<file path="config.mk">
export PLATFORM = sky130hd
export DESIGN_NAME = seqdet_dual
export DESIGN_NICKNAME = d
export VERILOG_FILES = /design/src/rtl/seqdet_pkg.sv /design/src/rtl/seqdet_step.sv /design/src/rtl/seqdet_hold.sv /design/src/rtl/seqdet_flags.sv /design/src/rtl/seqdet_dual.sv
export SDC_FILE = /design/constraint.sdc
export NUM_CORES = 1
export LEC_CHECK = 0
export ABC_AREA = 0
export BUFFER_PORTS_ARGS = -buffer_cell sky130_fd_sc_hd__buf_2
export CAP_MARGIN = 10
export CORE_AREA = 2 2 39 41
export DETAILED_ROUTE_END_ITERATION = 12
export DIE_AREA = 0 0 41 43
export MAX_ROUTING_LAYER = met4
export PLACE_DENSITY = 0.37
export RECOVER_POWER = 100
export SETUP_SLACK_MARGIN = 0.4
export SLEW_MARGIN = 20
export SYNTH_ARGS = -nofsm -noshare
export SYNTH_HDL_FRONTEND = slang
export SYNTH_SLANG_ARGS = --single-unit
</file>
<file path="constraint.sdc">
create_clock -name clk -period 1.1 [get_ports clk]
set_clock_uncertainty 0.05 [all_clocks]
set_input_delay 0.22 -clock clk [delete_from_list [all_inputs] [get_ports clk]]
set_output_delay 0.22 -clock clk [all_outputs]
set_load 0.005 [all_outputs]
</file>
<file path="src/rtl/seqdet_pkg.sv">
package seqdet_pkg;

   // Names describe the last bits seen (newest on the right).
   typedef enum logic [2:0] {
      ST_EMPTY   = 3'd0,   // no useful history
      ST_ONE     = 3'd1,   // ends in 1 (not 11, not a 101 hit)
      ST_ONEONE  = 3'd2,   // ends in 11
      ST_ONEZERO = 3'd3,   // ends in 10 (not a 110 hit)
      ST_HIT110  = 3'd4,   // just completed 110, ends in 10
      ST_HIT101  = 3'd5    // just completed 101, ends in 01
   } seq_state_t;

   localparam int NUM_STATES = 6;
   localparam int STATE_BITS = $clog2(NUM_STATES);

endpackage

</file>
<file path="src/rtl/seqdet_step.sv">
module seqdet_step
   import seqdet_pkg::*;
(
   input  logic       clk,
   input  logic       rst,
   input  seq_state_t cur,
   input  logic       bit_in,
   output seq_state_t nxt
);

   always_comb begin
      unique case (cur)
         ST_EMPTY:   nxt = bit_in ? ST_ONE    : ST_EMPTY;
         ST_ONE:     nxt = bit_in ? ST_ONEONE : ST_ONEZERO;
         ST_ONEONE:  nxt = bit_in ? ST_ONEONE : ST_HIT110;
         ST_ONEZERO: nxt = bit_in ? ST_HIT101 : ST_EMPTY;
         ST_HIT110:  nxt = bit_in ? ST_HIT101 : ST_EMPTY;
         ST_HIT101:  nxt = bit_in ? ST_ONEONE : ST_ONEZERO;
         default:    nxt = ST_EMPTY;
      endcase
   end

   // a 110 hit state is only reached after a 0 was sampled
   a_r3_hit110_after_zero: assert property (@(posedge clk) disable iff (rst)
      (cur == ST_HIT110) |-> !$past(bit_in))
      else $error("a_r3_hit110_after_zero");

   // a 101 hit state is only reached after a 1 was sampled
   a_r4_hit101_after_one: assert property (@(posedge clk) disable iff (rst)
      (cur == ST_HIT101) |-> $past(bit_in))
      else $error("a_r4_hit101_after_one");

   // two consecutive 1s before the current bit imply the 11 state
   a_r5_oneone_tracks_input: assert property (@(posedge clk) disable iff (rst)
      (cur == ST_ONEONE) |-> ($past(bit_in) && $past(cur) != ST_EMPTY))
      else $error("a_r5_oneone_tracks_input");

endmodule

</file>
<file path="src/rtl/seqdet_hold.sv">
module seqdet_hold
   import seqdet_pkg::*;
#(
   parameter bit ONE_HOT_STATE = 1'b0
)
(
   input  logic       clk,
   input  logic       rst,
   input  seq_state_t nxt,
   output seq_state_t cur
);

   generate
      if (ONE_HOT_STATE) begin : g_onehot
         logic [NUM_STATES-1:0] oh_q;

         always_ff @(posedge clk) begin
            if (rst) oh_q <= NUM_STATES'(1);
            else     oh_q <= NUM_STATES'(1) << nxt;
         end

         always_comb begin
            cur = ST_EMPTY;
            for (int k = 0; k < NUM_STATES; k++) begin
               if (oh_q[k]) cur = seq_state_t'(STATE_BITS'(k));
            end
         end

         // one-hot storage always holds exactly one active flop
         a_r9_onehot_legal: assert property (@(posedge clk) disable iff (rst)
            $past(!rst) |-> ($countones(oh_q) == 1))
            else $error("a_r9_onehot_legal");
      end else begin : g_binary
         seq_state_t bin_q;

         always_ff @(posedge clk) begin
            if (rst) bin_q <= ST_EMPTY;
            else     bin_q <= nxt;
         end

         assign cur = bin_q;
      end
   endgenerate

endmodule

</file>
<file path="src/rtl/seqdet_flags.sv">
module seqdet_flags
   import seqdet_pkg::*;
(
   input  logic       clk,
   input  logic       rst,
   input  seq_state_t cur,
   input  logic       bit_in,
   output logic       hit_moore,
   output logic       hit_mealy
);

   assign hit_moore = (cur == ST_HIT110) || (cur == ST_HIT101);

   assign hit_mealy = ((cur == ST_ONEONE) && !bit_in)
                   || (((cur == ST_ONEZERO) || (cur == ST_HIT110)) && bit_in);

   // the registered flag is the earlier cycle's combinational flag
   a_r6_moore_follows_mealy: assert property (@(posedge clk) disable iff (rst)
      $past(!rst) |-> (hit_moore == $past(hit_mealy)))
      else $error("a_r6_moore_follows_mealy");

   // the cycle after reset releases, the registered flag is low
   a_r1_clear_after_reset: assert property (@(posedge clk) disable iff (rst)
      $past(rst) |-> !hit_moore)
      else $error("a_r1_clear_after_reset");

   // with no history, no input can complete a match
   a_r2_empty_never_flags: assert property (@(posedge clk) disable iff (rst)
      (cur == ST_EMPTY || cur == ST_ONE) |-> !hit_mealy)
      else $error("a_r2_empty_never_flags");

endmodule

</file>
<file path="src/rtl/seqdet_dual.sv">
module seqdet_dual
   import seqdet_pkg::*;
#(
   parameter bit ONE_HOT_STATE = 1'b0
)
(
   input  logic clk,
   input  logic rst,
   input  logic bit_in,
   output logic hit_moore,
   output logic hit_mealy
);

   generate
      if (NUM_STATES != 6 || STATE_BITS < 3) begin : g_bad_cfg
         $error("seqdet_dual: state set must be six states in three bits");
      end
   endgenerate

   seq_state_t cur_st;
   seq_state_t nxt_st;

   seqdet_step u_step (
      .clk    (clk),
      .rst    (rst),
      .cur    (cur_st),
      .bit_in (bit_in),
      .nxt    (nxt_st)
   );

   seqdet_hold #(.ONE_HOT_STATE(ONE_HOT_STATE)) u_hold (
      .clk (clk),
      .rst (rst),
      .nxt (nxt_st),
      .cur (cur_st)
   );

   seqdet_flags u_flags (
      .clk       (clk),
      .rst       (rst),
      .cur       (cur_st),
      .bit_in    (bit_in),
      .hit_moore (hit_moore),
      .hit_mealy (hit_mealy)
   );

endmodule

</file>
### Yosys cells after proc, flatten, opt, wreduce, memory -nomap -nowiden

Cells that the tools add are included.

| cells by class | value |
|---|---|
| multiplexer cells | 5 |
| equal/unequal tests | 5 |
| reductions and logical operators | 9 |

Operator list:

| kind | count |
|---|---|
| $pmux 3 s4 | 1 |
| $eq 3x2->1 const B | 2 |
| $eq 3x3->1 const B | 2 |
| $mux 3 | 2 |
| $reduce_or 2->1 | 2 |
| $eq 3x1->1 const B | 1 |
| $logic_not 3->1 | 1 |
| $logic_or 1x1->1 | 3 |
| $logic_and 1x1->1 | 2 |
| $mux 1 | 2 |
| $logic_not 1->1 | 1 |

| storage, ports and cells | value |
|---|---|
| output and inout bits | 2 |
| register bits after elaboration | 3 |
| logic and storage cells | 20 |

### Logic depth before layout (Yosys ltp)

| logic depth | value |
|---|---|
| depth in word-level cells | 4 |
| depth in mapped cells | 2 |
| gate-level depth less buffers | 2 |

### By module

From an unflattened synthesis, not the netlist that was laid out.

| second synthesis, totals | value |
|---|---|
| cells, all modules | 20 |
| area, all modules | 191.4 um^2 |

Modules (own cells, without submodules):

| module | area each (um^2) | cells an instance | instances |
|---|---|---|---|
| seqdet_hold | 78.8 | 6 | 1 |
| seqdet_step | 75.1 | 9 | 1 |
| seqdet_flags | 37.5 | 5 | 1 |

### Worst setup path after synthesis

OpenSTA, ideal clock, no wires.

| timing | value |
|---|---|
| path kind | register to output |
| from | register u_hold.g_binary.bin_q[0], in the netlist u_hold.cur[0] |
| to | output hit_mealy |
| data arrival time | 0.945 ns |
| setup slack | -0.115 ns |
| cell stages (with the launch flop) | 3 |
| cell sequence | dfxtp_1 -> or4b_1 -> nand3_1 |

| on the way | value |
|---|---|
| cells in the longest elaborated chain, start to end | 4 |
| elaborated cells between the ends (all ways) | 7 |
| classes of those cells | eq/ne: 3; reduce/logical: 4 |

Ends and longest elaborated chain:

| item | RTL line | text |
|---|---|---|
| start, declared | seqdet_hold.sv:34 | `seq_state_t bin_q;` |
| start signal, assigned | seqdet_hold.sv:38 | `else bin_q <= nxt;` |
| $eq 3x2->1 / $eq 3x3->1 (equally long branches) | seqdet_flags.sv:15 | `\|\| (((cur == ST_ONEZERO) \|\| (cur == ST_HIT110)) && bit_in);` |
| $logic_or 1x1->1 | seqdet_flags.sv:15 |  |
| $logic_and 1x1->1 | seqdet_flags.sv:15 |  |
| $logic_or 1x1->1 (*) | seqdet_flags.sv:15 |  |
| end, declared | seqdet_dual.sv:11 | `output logic hit_mealy` |

Every way passes the cells marked *; elsewhere a longest branch is shown, timed or not.

### Worst setup path in the final report

Same ends and word-level chain as after synthesis.

==> impl_metrics.ini <==
[layout]
drive_above_1_share_pct = 69.7
num_antenna_cells = 0
syn2layout_area_growth_pct = 110
nNetsFinal = 37
final_cell_mix = buf_4 (7), buf_2 (4), clkbuf_4 (3), buf_6 (3)
final_common_cell = buf_4
largest_register_ffs = 3
final_cells = 49
post-route-util_pct = 23.6

[routing]
vias_per_cell = 4.00
firstDrtPassIters = 2
ant_nets = 0
vias = 196
routedWlPerCell_um = 10.2
drt_iter0_markers = 2
drc = 0
wl_um = 500

[pwr]
p_comb_share_pct = 20.2
power_leakage_nw = 0.153
vdd_ir_drop_max_mv = 0.232
powerDensity_mw_per_mm2 = 1250
swShare_pct = 24.1
p_clk_share_pct = 49.3
power.switching_mw = 0.0980
p_seq_share_pct = 30.5
total_power_mw = 0.407
power.internal_mw = 0.309

[clocking]
cts_root_buf = clkbuf_4
cts_buffers = 3
htreeDepth = 1
cts.clk_slew.worst_paths_ps = 40
cts_buffer_depth = 2
cts_tree = done
cts_sinks = 3
cts_hold_buf = 0
clk_latency_ps = 240

[die]
row_count = 14
fp.dieArea_mm2 = 0.00176
ios = 5
die_x_um = 41
initial_core_util_pct = 11.2
core_region_area_mm2 = 0.00138
fp.dieH_um = 43

[setup_path]
worstSetupPathType = flip-flop to primary output
reg2regPathDepth = 4
end_kind = primary output
crit_arrival_ps = 1300
cp_max_fo = 3
required_ps = 830
start_kind = flip-flop

[sta]
period_share_pct = 142
maxSlewViolCount = 0
slew_headroom_pct = 90.8
rsz0062_at_grt = true
fmax_mhz = 639
min_period_ps = 1570
fin_ws_ps = -466
hold_viol_final = 0
tightest_slew_ps = 137
whs_ps = 116
setup_violations = 4

[global_routing]
grt_pass1_wl_um = 821
grt.total_usage_pct = 7.30
grt_max_degree = 6
grt_pass1_vias = 221
antenna_found_initial = 0
overflow = 0

[place]
dpl.cell_count = 40
port_buffers = 4
dpl.hpwl_um = 300
gp_congestion = 0.594

[logic_synthesis]
synthMuxAreaShare_pct = 0
syn-num-nets = 18
synth_fa_ha_area_share_pct = 0
synthCells = 15
synth_top_family_by_area = simple AND/OR/NAND/NOR gates
syn_area_per_cell_um2 = 10.3
synth_seq_cells = 3
syn_area_um2 = 155
synth_xor_area_share_pct = 0
ys_warn_count = 0
yosysTopAreaCell = dfxtp_1
yosysSeqAreaShare_pct = 38.7
yosys.area_share.simple_pct = 50.0
synth-compound-area-share_pct = 11.3
synth.distinct_cells = 11
yosys-top-cells-area = dfxtp_1 (39%), or3b_2 (11%), a31oi_1 (8.1%), nand4bb_1 (7.3%), or4bb_1 (7.3%)
yosysTopAreaCellShare_pct = 38.7

[status]
violations = setup timing
outcome = finished, violations left

[job]
drv_cap = 0

[worst_hold_path]
min_path_type = input pin to flip-flop
whs_path_depth = 2
[critical path, cell delays in order, from the launching register on]
cell and delay, ps:
dfxtp_2 320, or4bb_1 550, nand3_2 80, buf_2 110
[Yosys cell counts]
| library cell | instances |
|---|---|
| and2b_1 | 1 |
| or4bb_1 | 1 |
| nand3_1 | 1 |
| or3b_2 | 2 |
| or4b_1 | 1 |
| a21oi_1 | 1 |
| nand4b_1 | 1 |
| nand2b_1 | 1 |
| dfxtp_1 | 3 |
| nand4bb_1 | 1 |
| a31oi_1 | 2 |
[worst paths after layout]
kind,slack (ps),to,start
worst max-delay path,-470,hit_mealy,u_hold.cur[0]$_SDFF_PP0_
worst min-delay path,120,u_hold.cur[1]$_SDFF_PP0_,rst
worst max register to register,-300,u_hold.cur[2]$_SDFF_PP0_,u_hold.cur[0]$_SDFF_PP0_
worst min register to register,520,u_hold.cur[0]$_SDFF_PP0_,u_hold.cur[1]$_SDFF_PP0_
[cell type report]
class	count	area (um2)
clock buffers	4	26.3
fillers	163	1060
multi-input cells	12	109
flip-flops and latches	3	65.1
well taps	16	20.0
repair buffers	14	106
[power by group through the flow]
stage,Combinational [mW],Sequential [mW],Clock [mW]
detailed placement,0.0528,0.127,0
floorplan,0.0226,0.127,0
global placement,0.0505,0.127,0
global route,0.0902,0.126,0.213
CTS,0.0692,0.126,0.207
finish,0.0822,0.124,0.201
[per-stage QoR]
step	worst slack (ps)	area (um2)	setup TNS, ps
global route	-493	327	-1460
finish	-466	327	-1230
CTS	-450	298	-866
global placement	-237	238	-429
detailed placement	-250	238	-506
floorplan	-101	160	-104
[routing by layer]
metal  share of wire (%)  vias to the layer above  GRT usage, %  wire length [um]
met5                   0                        -             -                 0
met4                   0                        0          6.00                 0
met3                 3.4                        0          1.57                17
met2                  43                        5          9.69               215
met1                  54                       94          8.97               268
li1                    -                       97             -                 -
[cell families (layout without fill, tap and decap cells)]
group                  Yosys count  after routing
AND/OR/NAND/NOR                  9              9
flip-flops                       3              3
buffers and inverters            0             18
AO/OA/AOI/OAI                    3              3
[what timing repair did]
action                                 4_1_cts  5_1_grt
gates cloned                                 0        0
buffers inserted                             2        3
gates resized for setup                      5        2
pin swaps                                    5        2
setup endpoints to repair                    5        5
endpoints found under the hold margin        0        0
Note: power is estimated with default switching activity, not from simulation.
